$ cat src/rtl/tdm_slot_pkg.sv
package tdm_slot_pkg;
  localparam int LANE_SLOTS = 32;
  localparam int PAIRS      = LANE_SLOTS / 2;
  localparam int PAIR_W     = $clog2(PAIRS);
endpackage

$ cat src/rtl/tdm_walk_ctrl.sv
// Walks (pair, lane) steps: lanes inner, pairs outer, one step per clock.
module tdm_walk_ctrl #(
  parameter int NUM_LANES = 4,
  localparam int LANE_W   = (NUM_LANES > 1) ? $clog2(NUM_LANES) : 1,
  localparam int PAIR_W   = tdm_slot_pkg::PAIR_W
) (
  input  logic              clk,
  input  logic              rst,
  input  logic              launch_i,
  input  logic              stop_i,
  output logic              busy_o,
  output logic [PAIR_W-1:0] pair_o,
  output logic [LANE_W-1:0] lane_o,
  output logic              last_o
);
  localparam logic [LANE_W-1:0] LAST_LANE = LANE_W'(NUM_LANES - 1);
  localparam logic [PAIR_W-1:0] LAST_PAIR = PAIR_W'(tdm_slot_pkg::PAIRS - 1);

  logic              busy_q;
  logic [PAIR_W-1:0] pair_q;
  logic [LANE_W-1:0] lane_q;

  assign last_o = busy_q && (lane_q == LAST_LANE) && (pair_q == LAST_PAIR);

  always_ff @(posedge clk) begin
    if (rst) begin
      busy_q <= 1'b0;
      pair_q <= '0;
      lane_q <= '0;
    end else if (!busy_q) begin
      if (launch_i) begin
        busy_q <= 1'b1;
        pair_q <= '0;
        lane_q <= '0;
      end
    end else if (stop_i || last_o) begin
      busy_q <= 1'b0;
    end else if (lane_q == LAST_LANE) begin
      lane_q <= '0;
      pair_q <= pair_q + 1'b1;
    end else begin
      lane_q <= lane_q + 1'b1;
    end
  end

  assign busy_o = busy_q;
  assign pair_o = pair_q;
  assign lane_o = lane_q;

  // a step never addresses a lane beyond the configured count
  p_lane_range_r6: assert property (@(posedge clk) disable iff (rst)
    busy_q |-> (lane_q <= LAST_LANE));

  // a new walk always begins at pair 0, lane 0
  p_walk_begin_r6: assert property (@(posedge clk) disable iff (rst)
    (!busy_q && launch_i) |=> (busy_q && pair_q == '0 && lane_q == '0));
endmodule

$ cat src/rtl/tdm_pair_grant.sv
// Grants the two slots of one pair in one lane, lower slot first.
module tdm_pair_grant #(
  parameter int CH_W = 8
) (
  input  logic [1:0]      avail_i,
  input  logic [CH_W-1:0] rem_i,
  output logic [1:0]      grant_o,
  output logic [CH_W-1:0] rem_o
);
  logic [CH_W-1:0] rem_mid;

  always_comb begin
    grant_o[0] = avail_i[0] && (rem_i != '0);
    rem_mid    = rem_i - CH_W'(grant_o[0]);
    grant_o[1] = avail_i[1] && (rem_mid != '0);
    rem_o      = rem_mid - CH_W'(grant_o[1]);
  end
endmodule

$ cat src/rtl/tdm_slot_alloc.sv
module tdm_slot_alloc #(
  parameter int NUM_LANES = 4,
  parameter int CH_W      = 8,
  localparam int MW       = NUM_LANES * tdm_slot_pkg::LANE_SLOTS
) (
  input  logic            clk,
  input  logic            rst,
  input  logic            start_i,
  input  logic [CH_W-1:0] ch_count_i,
  input  logic [MW-1:0]   avail_i,
  output logic [MW-1:0]   slots_o,
  output logic            done_o,
  output logic            err_o
);
  import tdm_slot_pkg::*;
  localparam int LANE_W = (NUM_LANES > 1) ? $clog2(NUM_LANES) : 1;

  logic [LANE_SLOTS-1:0] avail_q [NUM_LANES];
  logic [LANE_SLOTS-1:0] slots_q [NUM_LANES];
  logic [MW-1:0]         avail_flat;
  logic [CH_W-1:0]       rem_q, rem_nxt;
  logic                  done_q, err_q;
  logic                  busy, last_step, stop, accept;
  logic [PAIR_W-1:0]     pair;
  logic [LANE_W-1:0]     lane;
  logic [1:0]            av_pair, grant;

  assign accept = start_i && !busy;

  tdm_walk_ctrl #(.NUM_LANES(NUM_LANES)) u_walk (
    .clk      (clk),
    .rst      (rst),
    .launch_i (accept && (ch_count_i != '0)),
    .stop_i   (stop),
    .busy_o   (busy),
    .pair_o   (pair),
    .lane_o   (lane),
    .last_o   (last_step)
  );

  assign av_pair = avail_q[lane][{pair, 1'b0} +: 2];

  tdm_pair_grant #(.CH_W(CH_W)) u_grant (
    .avail_i (av_pair),
    .rem_i   (rem_q),
    .grant_o (grant),
    .rem_o   (rem_nxt)
  );

  assign stop = busy && (rem_nxt == '0);

  always_ff @(posedge clk) begin
    if (rst) begin
      rem_q  <= '0;
      done_q <= 1'b0;
      err_q  <= 1'b0;
      for (int l = 0; l < NUM_LANES; l++) begin
        avail_q[l] <= '0;
        slots_q[l] <= '0;
      end
    end else begin
      done_q <= 1'b0;
      if (accept) begin
        rem_q <= ch_count_i;
        err_q <= 1'b0;
        for (int l = 0; l < NUM_LANES; l++) begin
          avail_q[l] <= avail_i[l*LANE_SLOTS +: LANE_SLOTS];
          slots_q[l] <= '0;
        end
        if (ch_count_i == '0) done_q <= 1'b1;
      end else if (busy) begin
        rem_q <= rem_nxt;
        slots_q[lane][{pair, 1'b0} +: 2] <= slots_q[lane][{pair, 1'b0} +: 2] | grant;
        if (stop) begin
          done_q <= 1'b1;
        end else if (last_step) begin
          done_q <= 1'b1;
          err_q  <= 1'b1;
        end
      end
    end
  end

  for (genvar g = 0; g < NUM_LANES; g++) begin : g_lane
    assign slots_o[g*LANE_SLOTS +: LANE_SLOTS]    = slots_q[g];
    assign avail_flat[g*LANE_SLOTS +: LANE_SLOTS] = avail_q[g];
  end

  assign done_o = done_q;
  assign err_o  = err_q;

  // a result bit is never set where the captured mask has no slot
  p_grant_avail_r2: assert property (@(posedge clk) disable iff (rst)
    (slots_o & ~avail_flat) == '0);

  // the remaining count never grows during a walk
  p_rem_mono_r3: assert property (@(posedge clk) disable iff (rst)
    busy |=> (rem_q <= $past(rem_q)));

  // an error is only reported with channels left over
  p_err_rem_r5: assert property (@(posedge clk) disable iff (rst)
    (done_q && err_q) |-> (rem_q != '0));

  // done is a one-cycle pulse
  p_done_pulse_r7: assert property (@(posedge clk) disable iff (rst)
    done_q |=> !done_q);

  // results and error hold while idle with no start
  p_hold_idle_r7: assert property (@(posedge clk) disable iff (rst)
    (!busy && !start_i) |=> ($stable(slots_o) && $stable(err_q)));

  // captured masks do not move during a run
  p_mask_frozen_r10: assert property (@(posedge clk) disable iff (rst)
    busy |=> $stable(avail_flat));

  // zero-count start completes at once, empty and error-free
  p_zero_count_r9: assert property (@(posedge clk) disable iff (rst)
    (accept && ch_count_i == '0) |=> (done_q && !busy && slots_o == '0 && !err_q));
endmodule

$ cat config.mk
export PLATFORM = sky130hd
export DESIGN_NAME = tdm_slot_alloc
export DESIGN_NICKNAME = d
export VERILOG_FILES = /design/src/rtl/tdm_slot_pkg.sv /design/src/rtl/tdm_walk_ctrl.sv /design/src/rtl/tdm_pair_grant.sv /design/src/rtl/tdm_slot_alloc.sv
export SDC_FILE = /design/constraint.sdc
export NUM_CORES = 1
export LEC_CHECK = 0
export CORE_ASPECT_RATIO = 1.25
export CORE_UTILIZATION = 46
export DETAILED_ROUTE_END_ITERATION = 10
export MAX_ROUTING_LAYER = met4
export PLACE_DENSITY = 0.75
export SYNTH_ARGS = -nofsm -noshare
export SYNTH_HDL_FRONTEND = slang
export SYNTH_SLANG_ARGS = --single-unit
$ cat constraint.sdc
create_clock -name clk -period 5.1 [get_ports clk]
set_clock_uncertainty 0.15 [all_clocks]
set_input_delay 0.765 -clock clk [delete_from_list [all_inputs] [get_ports clk]]
set_output_delay 0.765 -clock clk [all_outputs]
set_load 0.02 [all_outputs]
==> results of run 1 <==
[how the worst min path moves through the flow]
stage                             startpoint                     to  slack [ns]  depth (start not counted)
2_1_floorplan          rem_q[6]$_SDFFE_PP0P_  rem_q[6]$_SDFFE_PP0P_        0.38                          2
3_5_place_dp   u_walk.lane_o[1]$_SDFFE_PP0P_               register        0.44                          2
4_1_cts        u_walk.lane_o[1]$_SDFFE_PP0P_               register        0.46                          2
5_1_grt                   err_o$_SDFFE_PP0P_     err_o$_SDFFE_PP0P_        0.49                          1
3_3_place_gp   u_walk.lane_o[1]$_SDFFE_PP0P_               register        0.41                          2
6_report                  err_o$_SDFFE_PP0P_     err_o$_SDFFE_PP0P_        0.49                          1
[cell type report]
| class | count | share of cell area, % |
|---|---|---|
| flip-flops and latches | 275 | 44.0 |
| multi-input cells | 763 | 30.0 |
| repair buffers | 342 | 18.1 |
| clock buffers | 31 | 3.65 |
| well taps | 401 | 2.73 |
| clock inverters | 17 | 1.20 |
| inverters | 17 | 0.361 |
[layer usage]
metal | track usage [%] | share of wire (%) | up-vias
met1 | 31.5 | 37 | 5064
li1 | - | - | 4734
met5 | - | 0 | -
met4 | 11.7 | 4.8 | 0
met3 | 3.80 | 6.9 | 113
met2 | 45.9 | 51 | 554
[power groups by stage]
| stage | logic (uW) | registers (uW) | clock network (uW) |
|---|---|---|---|
| final | 1890 | 2800 | 2030 |
| after global routing | 1990 | 2820 | 2130 |
| after floorplan | 988 | 2890 | 0 |
| after CTS | 1810 | 2800 | 2050 |
| after detailed placement | 1690 | 2850 | 0 |
| after global placement | 1690 | 2840 | 0 |
[kinds of logic (layout without fill, tap and decap cells)]
family | count (synthesis) | count (layout) | share of synthesized area, %
buffers and inverters | 105 | 407 | 4.93
flip-flops | 275 | 275 | 57.4
AO/OA/AOI/OAI | 99 | 99 | 4.89
multiplexers | 81 | 81 | 11.7
XOR/XNOR | 10 | 10 | 0.623
AND/OR/NAND/NOR | 561 | 561 | 19.3
adder cells (fa/ha/maj) | 12 | 12 | 1.07
[Yosys cell counts, types with 18 or more instances]
| master | instances | area, um^2 |
|---|---|---|
| sky130_fd_sc_hd__mux4_2 | 39 | 878 |
| sky130_fd_sc_hd__a21oi_1 | 22 | 110 |
| sky130_fd_sc_hd__and2_1 | 132 | 826 |
| sky130_fd_sc_hd__nand2_1 | 177 | 664 |
| sky130_fd_sc_hd__nor2_1 | 140 | 526 |
| sky130_fd_sc_hd__mux4_1 | 21 | 552 |
| sky130_fd_sc_hd__edfxtp_1 | 256 | 7690 |
| sky130_fd_sc_hd__clkbuf_1 | 39 | 146 |
| sky130_fd_sc_hd__nand3_1 | 23 | 115 |
| sky130_fd_sc_hd__nor3_1 | 24 | 120 |
| sky130_fd_sc_hd__nor4_1 | 18 | 113 |
| sky130_fd_sc_hd__dfxtp_1 | 19 | 380 |
[flip-flops by register name (all words and copies together), names as in the netlist, named ones only]
signal and count:
slots_q 128, done_o 1, u_walk.busy_o 1, err_o 1, u_walk.lane_o 2, u_walk.pair_o 4, avail_q 128, rem_q 8
[metrics by stage]
step	std cells	setup slack, ns
floorplan	1143	0.000178
global placement	1784	-0.0943
detailed placement	1784	-0.308
CTS	1843	-0.0151
global route	1846	-0.206
finish	1846	-0.0447
[worst reg2reg max path, delay by kind of cell, from the launching register on]
kind / cells / cell delay (ns)
compound gates: 9 / 1.97
xor+xnor: 1 / 0.15
fa+ha+maj: 4 / 0.85
buf+inv: 1 / 0.13
flops: 1 / 0.40
mux: 1 / 0.54
simple gates: 7 / 0.86
[repair_timing]
item,in CTS,in global routing
endpoints found under the hold margin,0,0
pin swaps,16,13
endpoints found under the setup margin,11,13
resized for setup,24,14
setup buffers,11,3
hold buffers,0,0
==> impl_metrics.yaml, run 1 <==
clock_tree:
  cts_tree: "built"
  cts-buffers-inserted: 26
  ctsHtreeMaxLevel: 1
  worst_skew_pair.late_latency_ns: 0.55
  clkSinkCount: 275
  maximum_root_to_sink_buffer_count: 3
  clkSlewWorstSetupHoldPaths_ns: 0.07
  clockRootBuffer: "sky130_fd_sc_hd__clkbuf_16"
place:
  place_area_um2: 17100
  port_buffer_count: 268
  routability_congestion: 1.00
  detailed_place_hpwl_um: 29800
job:
  maxCapViolCount: 0
final_layout:
  area_of_the_multi_input_gates_um2: 5500
  fillerInstances: 2383
  synthToLayoutAreaGrowth_pct: 30.6
  final_layout_size_suffix_gt1_share_pct: 14.1
  post-route-util_pct: 61.1
  layout.cells.most_common_list: "sky130_fd_sc_hd__clkdlybuf4s50_1, sky130_fd_sc_hd__edfxtp_1, sky130_fd_sc_hd__nand2_1"
  nets: 1576
  regArea_um2: 8080
  stdcell_area_um2: 18400
  layout_commonest_cell: "sky130_fd_sc_hd__clkdlybuf4s50_1"
  n_antenna_cell: 0
grt:
  grt_max_degree: 67
  grt_antenna_before_repair: 0
  grt_pass1_vias: 10552
  groute.usage.overall_pct: 26.9
  globalRoute.totalOverflow: 0
  grt_pass1_wl_um: 60400
drt:
  dr.first_iter.drc_count: 849
  drt-vias-per-instance: 5.67
  postRouteWirelength_um: 40500
  drt_pre_antenna_iters: 7
  drcViolationCount: 0
  drt.antenna.violating_nets: 0
  via_count: 10465
  routedWlPerCell_um: 21.9
synth:
  post_synthesis_async_set_or_reset_flop_share_pct: 0
  synth-seq-cells: 275
  post_synth.cell_area_avg_um2: 12.3
  syn-cell-area_um2: 14000
  part_of_the_yosys_area_used_for_sequential_elements_pct: 57.4
  synth_enable_flop_cells: 256
  synthesis.nets: 1294
  ys_types: 71
  syn_inst: 1143
  yosysWarnings: 0
  dominantRegCellSynth: "sky130_fd_sc_hd__edfxtp_1"
critical_path:
  critPathCaptureType: "register"
  largest_delay_share_family_worst_path: "compound AO/OA/AOI/OAI gates"
  reg_to_reg_setup_timing_slack_ns: -0.04
  reg2reg_depth: 23
  critPathLaunchType: "register"
  worst-path-stages: 23
  cpMaxStageDelayCell: "sky130_fd_sc_hd__mux4_2"
  worst_ep_required_time_ns: 5.38
  sequence_of_cells_on_the_critical_path: "buf_12 > mux4_2 > a221oi_2 > a21oi_1 > o21a_1 > a21oi_2 > nor2_1 > ha_2 > ha_4 > nor3b_4 > xnor2_2 > nand2_1 > nor4bb_4 > a211oi_2 > ha_2 > ha_4 > nand2b_1 > o221a_4 > a211o_1 > a21oi_2 > and4bb_4 > nor2_4 > o41ai_2"
  critPathArrivalTime_ns: 5.43
  rr_endpoint: "u_walk.lane_o[1]$_SDFFE_PP0P_"
  crit_buf_inv: 1
  crit_path_max_incr_delay_ns: 0.54
  crit_fanout: 5
  timing_worst_setup_path_type: "reg2reg"
  crit_path_end: "u_walk.lane_o[1]$_SDFFE_PP0P_"
timing:
  fmaxAchievable_mhz: 194
  setup_total_neg_slack_ns: -0.251
  finalHoldViolations: 0
  max_slew_margin_pct: 32.1
  rsz0062_at_grt: "yes"
  final_period_minus_worst_setup_slack_ns: 5.14
  final.hold.worst_slack_ns: 0.489
  fin_ws_ns: -0.0447
  timing_worst_slew_pin_value_ns: 1.02
  min_period_over_period_pct: 101
  finalSetupViolations: 9
  slew_violations: 0
floorplan:
  die_h_um: 197
  design.portCount: 269
  design.die.area_um2: 31200
  fp-row-count: 71
  floorplan.die.width_um: 158
  design.core.area_um2: 30000
  initial_core_utilization_pct: 46.8
power:
  totalPowerFinal_uw: 6710
  power.share.clock_pct: 30.2
  power_density_nw_per_um2: 366
  comb_power_share_pct: 28.1
  swShare_pct: 29.6
  seq_power_share_pct: 41.7
  power.leakage_uw: 0.00671
  power_switching_uw: 1990
  cellInternalPower_uw: 4730
  worst_ir_drop_vdd_mv: 0.225
min_path:
  hold_class: "reg2reg"
status:
  run_status: "complete, but fails checks"
  violations: "negative setup slack"
(Power assumes the default switching activity.)
==> run 2: changes to the inputs <==
- CORE_ASPECT_RATIO: 1.25 -> 0.6
- CTS_CLUSTER_SIZE: unset -> 20
==> run 2 against run 1 <==
The run still ends with negative setup slack left. Worst setup slack got worse by 0.046 ns. Critical path depth unchanged. Fmax decreased by 0.88%. Routed wire length increased by 3.8%. Power increased by 1.7%. Die area about the same. Sequential cell count unchanged. Critical path type unchanged. Via count increased by 1.3%. Sequential share of layout area decreased by 0.32 points.
==> impl_metrics.yaml, run 2 (synthesized netlist as in run 1, its figures left out) <==
timing:
  min_period_over_period_pct: 102
  slew_violations: 0
  max_slew_margin_pct: 31.0
  finalSetupViolations: 5
  final_period_minus_worst_setup_slack_ns: 5.19
  fin_ws_ns: -0.0903
  fmaxAchievable_mhz: 193
  rsz0062_at_grt: "yes"
  timing_worst_slew_pin_value_ns: 1.03
  finalHoldViolations: 0
  setup_total_neg_slack_ns: -0.194
final_layout:
  layout.cells.most_common_list: "sky130_fd_sc_hd__clkdlybuf4s50_1, sky130_fd_sc_hd__edfxtp_1, sky130_fd_sc_hd__nand2_1"
  layout_commonest_cell: "sky130_fd_sc_hd__clkdlybuf4s50_1"
  nets: 1579
  post-route-util_pct: 61.7
  largest_registers: "avail_q (128), slots_q (128), rem_q (8)"
  final_layout_size_suffix_gt1_share_pct: 15.1
  synthToLayoutAreaGrowth_pct: 31.6
clock_tree:
  clockRootBuffer: "sky130_fd_sc_hd__clkbuf_16"
  clkSlewWorstSetupHoldPaths_ns: 0.07
  cts-buffers-inserted: 27
  worst_skew_pair.late_latency_ns: 0.56
  ctsHtreeMaxLevel: 1
  clkSinkCount: 275
  maximum_root_to_sink_buffer_count: 3
  cts_tree: "built"
critical_path:
  crit_fanout: 5
  crit_buf_inv: 2
  critPathArrivalTime_ns: 5.49
  worst_ep_required_time_ns: 5.40
  reg_to_reg_setup_timing_slack_ns: -0.09
  crit_path_max_incr_delay_ns: 0.54
  reg2reg_depth: 23
  timing_worst_setup_path_type: "reg2reg"
  rr_endpoint: "u_walk.lane_o[1]$_SDFFE_PP0P_"
  critPathCaptureType: "register"
  sequence_of_cells_on_the_critical_path: "buf_12 > mux4_2 > a221oi_4 > a21oi_1 > o21a_2 > a21oi_2 > nor2_1 > ha_2 > ha_4 > nor3b_1 > xnor2_1 > nand2_1 > nor4bb_4 > a211oi_2 > ha_2 > ha_4 > buf_4 > a31oi_4 > a211o_1 > a21oi_2 > and4bb_4 > or4b_4 > o41ai_2"
  cpMaxStageDelayCell: "sky130_fd_sc_hd__mux4_2"
  critPathLaunchType: "register"
  largest_delay_share_family_worst_path: "simple AND/OR/NAND/NOR gates"
floorplan:
  fp-row-count: 49
  design.core.area_um2: 30000
  floorplan.die.width_um: 228
  design.portCount: 269
  initial_core_utilization_pct: 46.9
  die_h_um: 137
  design.die.area_um2: 31300
grt:
  globalRoute.totalOverflow: 0
  grt_pass1_vias: 10392
  grt_max_degree: 92
  grt_pass1_wl_um: 61500
  groute.usage.overall_pct: 27.7
  grt_antenna_before_repair: 2
place:
  routability_congestion: 0.957
  port_buffer_count: 268
  detailed_place_hpwl_um: 30000
min_path:
  holdPathEnd: "err_o$_SDFFE_PP0P_"
  hold-path-cell-count: 1
  hold_class: "reg2reg"
  hold_start: "err_o$_SDFFE_PP0P_"
status:
  run_status: "complete, but fails checks"
  violations: "negative setup slack"
power:
  power_density_nw_per_um2: 369
  totalPowerFinal_uw: 6830
  power.leakage_uw: 0.00676
  worst_ir_drop_vdd_mv: 0.219
drt:
  via_count: 10603
  dr.first_iter.drc_count: 1113
  drcViolationCount: 0
  postRouteWirelength_um: 42000
  drt-vias-per-instance: 5.71
  routedWlPerCell_um: 22.6
  drt_pre_antenna_iters: 5
  drt.antenna.violating_nets: 0
job:
  maxCapViolCount: 0
run 2: worst max path at each step:
stage | endpoint | cells past startpoint
after global placement | register | 22
after global routing | u_walk.lane_o[1]$_SDFFE_PP0P_ | 23
after detailed placement | u_walk.lane_o[1]$_SDFFE_PP0P_ | 23
final | u_walk.lane_o[1]$_SDFFE_PP0P_ | 23
after floorplan | register | 26
after CTS | done_o$_SDFF_PP0_ | 24
run 2: layout make-up:
| type | instances | area, um^2 |
|---|---|---|
| fill | 2307 | 11500 |
| sequential | 275 | 8080 |
| multi-input combinational | 763 | 5530 |
| timing repair buffer | 344 | 3380 |
| clock buffer | 32 | 694 |
| tap | 408 | 510 |
| clock inverter | 17 | 218 |
| inverter | 17 | 66.3 |
| antenna | 2 | 5.00 |
run 2: worst reg2reg max path: cells and delay by family (launching register included):
| kind | cells | cell delay [ns] |
|---|---|---|
| muxes | 1 | 0.54 |
| AOI/OAI and AO/OA | 9 | 1.28 |
| DFF | 1 | 0.39 |
| xor gates and xnor gates | 1 | 0.18 |
| adders and majority gates | 4 | 0.82 |
| buffers and inverters | 2 | 0.28 |
| and+or+nand+nor | 6 | 1.44 |
run 2: routing by layer:
layer	wire length [um]	GRT usage, %	vias up
li1	-	-	4742
met1	18000	39.6	5117
met2	17900	38.6	672
met3	5110	7.66	72
met4	1060	7.90	0
met5	0	-	-
run 2: stage by stage:
stage,hold slack [ns],instance area (um^2),cells,worst slack (ns)
floorplan,0.381,14100,1143,0.000178
global placement,0.368,17200,1796,-0.137
detailed placement,0.352,17200,1796,-0.352
CTS,0.369,18300,1852,-0.0704
global route,0.388,18500,1858,-0.334
finish,0.365,18500,1858,-0.0903
run 2: timing repair:
action / 4_1_cts / 5_1_grt
resized for setup: 27 / 20
buffers inserted: 7 / 4
pin swaps: 26 / 24
setup endpoints to repair: 11 / 14
hold buffers: 0 / 0
run 2: where the power goes:
| group | switching, uW | internal, uW |
|---|---|---|
| combinational | 1060 | 868 |
| sequential | 107 | 2680 |
| clock | 883 | 1230 |
